<file path="src/rtl/icl_pkg.sv">
package icl_pkg;
  typedef enum logic [1:0] {
    LN_IDLE  = 2'd0,
    LN_PEND  = 2'd1,
    LN_TAKEN = 2'd2
  } line_state_e;
endpackage

</file>
<file path="src/rtl/icl_sync.sv">
module icl_sync #(
  parameter int WIDTH  = 28,
  parameter int STAGES = 2
) (
  input  logic             clk,
  input  logic             rst,
  input  logic [WIDTH-1:0] d,
  output logic [WIDTH-1:0] q
);
  logic [WIDTH-1:0] stg [STAGES];

  for (genvar g = 0; g < STAGES; g++) begin : g_stage
    if (g == 0) begin : g_first
      always_ff @(posedge clk) begin
        if (rst) stg[g] <= '0;
        else     stg[g] <= d;
      end
    end else begin : g_next
      always_ff @(posedge clk) begin
        if (rst) stg[g] <= '0;
        else     stg[g] <= stg[g-1];
      end
    end
  end

  assign q = stg[STAGES-1];
endmodule

</file>
<file path="src/rtl/icl_line.sv">
module icl_line
  import icl_pkg::*;
(
  input  logic clk,
  input  logic rst,
  input  logic sampled,
  input  logic claim,
  input  logic release_i,
  output logic is_pend,
  output logic is_taken,
  output logic won,
  output logic pulse
);
  line_state_e state_q;

  assign is_pend  = (state_q == LN_PEND);
  assign is_taken = (state_q == LN_TAKEN);
  assign won      = claim && is_pend;

  always_ff @(posedge clk) begin
    if (rst) begin
      state_q <= LN_IDLE;
      pulse   <= 1'b0;
    end else begin
      pulse <= 1'b0;
      unique case (state_q)
        LN_IDLE: begin
          if (sampled) begin
            state_q <= LN_PEND;
            pulse   <= 1'b1;
          end
        end
        LN_PEND: begin
          if (claim) state_q <= LN_TAKEN;
        end
        LN_TAKEN: begin
          if (release_i) state_q <= LN_IDLE;
        end
        default: state_q <= LN_IDLE;
      endcase
    end
  end
endmodule

</file>
<file path="src/rtl/intr_claim_tracker.sv">
module intr_claim_tracker #(
  parameter int NUM_LINES   = 28,
  parameter int SYNC_STAGES = 2
) (
  input  logic                 clk,
  input  logic                 rst,
  input  logic [NUM_LINES-1:0] irq_in,
  input  logic                 bus_rd,
  input  logic                 bus_wr,
  input  logic                 bus_swap,
  input  logic [NUM_LINES-1:0] bus_wdata,
  output logic [NUM_LINES-1:0] bus_rdata,
  output logic                 bus_rvalid,
  output logic [NUM_LINES-1:0] irq_pulse
);
  logic [NUM_LINES-1:0] sampled;
  logic [NUM_LINES-1:0] pend_mask;
  logic [NUM_LINES-1:0] taken_mask;
  logic [NUM_LINES-1:0] win_mask;
  logic                 do_swap, do_store, do_read;

  // swap outranks store, store outranks read
  assign do_swap  = bus_swap;
  assign do_store = bus_wr && !bus_swap;
  assign do_read  = bus_rd && !bus_swap && !bus_wr;

  icl_sync #(.WIDTH(NUM_LINES), .STAGES(SYNC_STAGES)) u_sync (
    .clk (clk),
    .rst (rst),
    .d   (irq_in),
    .q   (sampled)
  );

  for (genvar i = 0; i < NUM_LINES; i++) begin : g_line
    icl_line u_line (
      .clk       (clk),
      .rst       (rst),
      .sampled   (sampled[i]),
      .claim     (do_swap && bus_wdata[i]),
      .release_i (do_store && bus_wdata[i]),
      .is_pend   (pend_mask[i]),
      .is_taken  (taken_mask[i]),
      .won       (win_mask[i]),
      .pulse     (irq_pulse[i])
    );
  end

  always_ff @(posedge clk) begin
    if (rst) begin
      bus_rdata  <= '0;
      bus_rvalid <= 1'b0;
    end else begin
      bus_rvalid <= do_swap || do_read;
      if (do_swap)      bus_rdata <= win_mask;
      else if (do_read) bus_rdata <= pend_mask;
      else              bus_rdata <= '0;
    end
  end
endmodule

</file>
<file path="config.mk">
export PLATFORM = sky130hd
export DESIGN_NAME = intr_claim_tracker
export DESIGN_NICKNAME = d
export VERILOG_FILES = /design/src/rtl/icl_pkg.sv /design/src/rtl/icl_sync.sv /design/src/rtl/icl_line.sv /design/src/rtl/intr_claim_tracker.sv
export SDC_FILE = /design/constraint.sdc
export NUM_CORES = 1
export LEC_CHECK = 0
export BUFFER_PORTS_ARGS = -buffer_cell sky130_fd_sc_hd__buf_2
export CAP_MARGIN = 10
export CORE_ASPECT_RATIO = 0.75
export CORE_MARGIN = 2
export CORE_UTILIZATION = 45
export DETAILED_ROUTE_END_ITERATION = 16
export PLACE_DENSITY = 0.75
export SYNTH_ARGS = -nofsm -noshare
export SYNTH_HDL_FRONTEND = slang
export SYNTH_SLANG_ARGS = --single-unit
</file>
<file path="constraint.sdc">
create_clock -name clk -period 2 [get_ports clk]
set_input_delay 0.3 -clock clk [delete_from_list [all_inputs] [get_ports clk]]
set_output_delay 0.3 -clock clk [all_outputs]
set_load 0.05 [all_outputs]
</file>
# --- Word-level counts from Yosys, hierarchy flattened ---
# Memories as Yosys holds them, arrays and structs flattened.
# Cells that the tools add are included.
op_classes:
  n_eq_ne: 140
  muxes: 147
  bitwise: 30
  reduce_logical: 174
op_table:
  columns: ["op", "n"]
  rows:
  - ["2-bit 2-to-1 mux", 84]
  - ["2-bit case mux with 3 select lines", 28]
  - ["28-bit 2-to-1 mux", 4]
  - ["2-bit by 1-bit inequality test with 1-bit output (second input constant)", 56]
  - ["1-bit logical AND", 87]
  - ["3-bit AND reduction", 28]
  - ["2-bit by 1-bit equality test with 1-bit output (second input constant)", 28]
  - ["2-bit equality test (second input constant)", 28]
  - ["2-bit zero test", 28]
  - ["2-bit inequality test (second input constant)", 28]
  - ["2-bit OR reduction", 28]
  - ["1-bit 2-to-1 mux", 31]
  - ["1-bit inverter", 28]
  - ["1-bit zero test", 2]
  - ["1-bit OR", 2]
  - ["1-bit logical OR", 1]
totals:
  register_bits: 113
  ram_bits: 56
  output_inout_bits: 57
  word_cells: 550
  mem_count: 1
memory_table:
  columns: ["memory", "depth", "width", "rd", "rd_clocked_by_memory_dff", "write_ports", "line", "source"]
  rows:
  - ["u_sync.stg", 2, 28, 2, 0, 2, "icl_sync.sv:10", "logic [WIDTH-1:0] stg [STAGES];"]

# --- Longest topological paths before layout ---
depth:
  ltp_word: 5
  depth_mapped: 6
  mapped_depth_nobuf: 3

# --- Hierarchy ---
# A second synthesis with hierarchy kept.
unflattened:
  hier_cells: 676
  hier_area_um2: 6716.4
by_module_without_submodules:
  columns: ["module", "instances", "cells_each", "area_each_um2", "seq_area_each_um2"]
  rows:
  - ["icl_line", 28, 13, 123.9, 60.1]
  - ["intr_claim_tracker", 1, 194, 1637.8, 580.6]
  - ["icl_sync", 1, 118, 1610.3, 1121.1]

# --- Worst setup path before layout ---
# No wires, ideal clock.
synth_path:
  kind: "in2reg"
  from: "in bus_swap"
  to: "reg g_line[21].u_line.state_q[1]"
  setup_time_ps: 120
  arrival_time_ps: 898
  setup_slack_ps: 982
  cell_stages: 5
  path_buffers: 3
  cell_sequence: "buf_4 -> buf_6 -> buf_6 -> o21ai_0 -> a21oi_1"
synth_via:
  elab_chain_len: 5
  elab_cells_between_ends: 7
  cone_classes: "eq/ne: 2; reduce/logical: 5"
synth_lines:
  columns: ["item", "line", "source"]
  rows:
  - ["start: declaration", "intr_claim_tracker.sv:10", "input logic bus_swap,"]
  - ["1-bit zero test", "intr_claim_tracker.sv:24", "assign do_store = bus_wr && !bus_swap;"]
  - ["1-bit logical AND", "intr_claim_tracker.sv:24", null]
  - ["1-bit logical AND", "intr_claim_tracker.sv:40", ".release_i (do_store && bus_wdata[i]),"]
  - ["2-bit by 1-bit inequality test with 1-bit output (no line)", null, null]
  - ["3-bit AND reduction (no line) *", null, null]
  - ["end signal: assignment", "icl_line.sv:34", "if (claim) state_q <= LN_TAKEN;"]
  - ["end signal: assignment", "icl_line.sv:37", "if (release_i) state_q <= LN_IDLE;"]
  - ["end signal: assignment", "icl_line.sv:39", "default: state_q <= LN_IDLE;"]
  - ["end: declaration", "icl_line.sv:14", "line_state_e state_q;"]
# Every way passes the cells marked *; elsewhere a longest branch is shown, timed or not.
# A chain may end at the register's enable or synchronous reset.

# --- Worst setup path after layout ---
layout_path:
  from: "reg g_line[10].u_line.pulse"
  to: "out irq_pulse[10]"
layout_lines:
  columns: ["item", "line", "source"]
  rows:
  - ["start: declaration", "icl_line.sv:12", "output logic pulse"]
  - ["start signal: assignment", "icl_line.sv:23", "pulse <= 1'b0;"]
  - ["start signal: assignment", "icl_line.sv:25", "pulse <= 1'b0;"]
  - ["start signal: assignment", "icl_line.sv:30", "pulse <= 1'b1;"]
  - ["end: declaration", "intr_claim_tracker.sv:14", "output logic [NUM_LINES-1:0] irq_pulse"]
# No word-level cell between the ends.

==> flow_metrics.tcl <==
set metrics [dict create \
    outcome "finished clean" \
    synth_seq_area_share 0.513 \
    rows 38 \
    start_kind "flop" \
    wl_per_cell_um 12.9 \
    antenna_left 0 \
    fmax_ghz 0.753 \
    fin_cells 950 \
    grt_pass1_vias 4122 \
    grt_max_degree 64 \
    vias 4652 \
    cp-end-kind "output port" \
    drt_iter0_drc 247 \
    max-cap-violations 0 \
    finalSetupViolations 0 \
    cts_num_sinks 169 \
    final_nets 798 \
    critPathRequiredTime_ns 1.70 \
    grt-ovfl-total 0 \
    synth_nets 719 \
    cts_tree "done" \
    htreeDepth 4 \
    tightest_slew_ns 0.502 \
    hold_ws_ns 0.0847 \
    synth_area_mm2 0.00659 \
    ioPinCount 118 \
    port_buffers 117 \
    final_common_cell "dfxtp_1" \
    critPathBufInv 1 \
    max_stage_delay_ns 0.35 \
    max-slew-margin-rel 0.665 \
    p_per_area_mw_per_mm2 955 \
    synthCells 658 \
    dp_hpwl_mm 7.69 \
    clkTransAtPathRegs_ns 0.07 \
    setup_tns_ns 0 \
    areaGrowthSynthToFinish_pct 15.6 \
    crit_type "reg -> out" \
    maxSlewViolCount 0 \
    layout-drive-gt1-share 0.267 \
    root_buffer "clkbuf_16" \
    antenna_found_initial 0 \
    grt_setup_unrepaired "false" \
    cts_buffers 17 \
    ys_ff_latch 169 \
    p_leak_uw 0.00299 \
    cts_hold_buffers 0 \
    viasPerCell 4.90 \
    yosysWarnings 0 \
    hold_path_class "in -> reg" \
    peakVddDrop_v 0.000521 \
    gp_congestion 0.766 \
    cts-resized-gates 0 \
    die_w_um 144 \
    finalClockSkew_ns 0.0100 \
    start_util 0.458 \
    hold_viol 0 \
    die_area_mm2 0.0156 \
    antenna_cells 0 \
    syn_avg_cell_area_um2 10.0 \
    grt_pass1_wl_mm 19.8 \
    critPathSlowestCell "dfxtp_1" \
    path_cells "buf_2" \
    die_height_um 109 \
    n_fill_cell 1282 \
    dp_cells 918 \
    crit_fanout 1 \
    core_area_mm2 0.0144 \
    period_needed_ns 1.33 \
    clock_latency_ns 0.42 \
    grtUsageTotal 0.160 \
    arrival_ns 1.03 \
    layout_common_cells "169 x dfxtp_1, 115 x buf_2, 84 x nand2_1, 84 x nor2b_1, 56 x a21oi_1" \
    drcViolationCount 0 \
    path_delay_family "flip-flops" \
    cts_buffer_depth 2 \
    drt_first_pass_iters 5 \
    cts_setup_buffers 0 \
    synth_cell_type_count 21 \
    period_share 0.664 \
    routed_wl_mm 12.3 \
]
-- Yosys cell counts, drive strengths merged --
| master | n | share of area |
|---|---|---|
| nor2b | 84 | 0.080 |
| o21ai | 56 | 0.043 |
| nor3 | 28 | 0.025 |
| a21oi | 57 | 0.044 |
| nand3b | 1 | 0.0030 |
| nand3 | 28 | 0.021 |
| nand2 | 84 | 0.048 |
| dfxtp | 169 | 0.51 |
| nor2 | 29 | 0.020 |
| clkbuf | 7 | 0.0040 |
| nand4b | 28 | 0.037 |
| inv | 1 | 0.00057 |
| nor4b | 28 | 0.090 |
| buf | 58 | 0.071 |
-- routing by layer --
layer,track usage,vias up,wire [µm]
met3,0.0501,11,721
met5,0,-,0
li1,-,2381,-
met2,0.242,108,5260
met4,0.0560,0,127
met1,0.217,2152,6170
-- where the power goes --
part / internal (µW) / switching (µW) / leakage (µW)
Clock: 1790 / 1360 / 0.000262
Combinational: 207 / 335 / 0.00134
Sequential: 3490 / 97.8 / 0.00138
-- metrics by stage --
| stage | cell area (µm²) | power (µW) | util | setup slack, ns |
|---|---|---|---|---|
| 6_report | 7620 | 7280 | 0.529 | 0.671 |
| 5_1_grt | 7620 | 7570 | 0.529 | 0.629 |
| 4_1_cts | 7620 | 7360 | 0.529 | 0.649 |
| 3_5_place_dp | 7050 | 4200 | 0.489 | 0.611 |
| 3_3_place_gp | 7050 | 4190 | 0.489 | 0.660 |
| 2_1_floorplan | 6590 | 4060 | - | 0.982 |
-- sequential cells by signal (all words and copies together), names as in the netlist --
signal                 flops
bus_rdata                 28
bus_rvalid                 1
g_line.u_line.pulse       28
g_line.u_line.state_q     56
u_sync.stg                56
-- logic make-up after synthesis --
group                  after synthesis  share of synthesized area
buffers and inverters               66                     0.0759
AND/OR/NAND/NOR                    310                      0.324
AO/OA/AOI/OAI                      113                     0.0864
flip-flops                         169                      0.513
-- final timing paths --
check | from | to | slack, ns | depth (start not counted)
hold reg to reg | u_sync.stg[0][5] | u_sync.stg[1][5] | 0.43 | 1
setup / recovery | g_line[10].u_line.pulse | irq_pulse[10] | 0.67 | 1
setup reg to reg | g_line[21].u_line.state_q[1] | g_line[21].u_line.state_q[1] | 1.02 | 3
hold / removal | irq_in[3] | u_sync.stg[0][3] | 0.08 | 2
-- cell type report --
| class | count | area [µm²] | area share |
|---|---|---|---|
| Multi-Input combinational cell | 423 | 2710 | 0.355 |
| Inverter | 1 | 3.75 | 0.000493 |
| Timing Repair Buffer | 125 | 704 | 0.0924 |
| Tap cell | 200 | 250 | 0.0328 |
| Clock buffer | 20 | 457 | 0.0599 |
| Clock inverter | 12 | 115 | 0.0151 |
| Sequential cell | 169 | 3380 | 0.444 |
-- worst register-to-register path: stages, from the launching register on --
cell and delay, ns:
dfxtp_1 0.48, nor2b_1 0.17, o21ai_0 0.08, a21oi_1 0.18
Power figures use the tool's default switching activity.
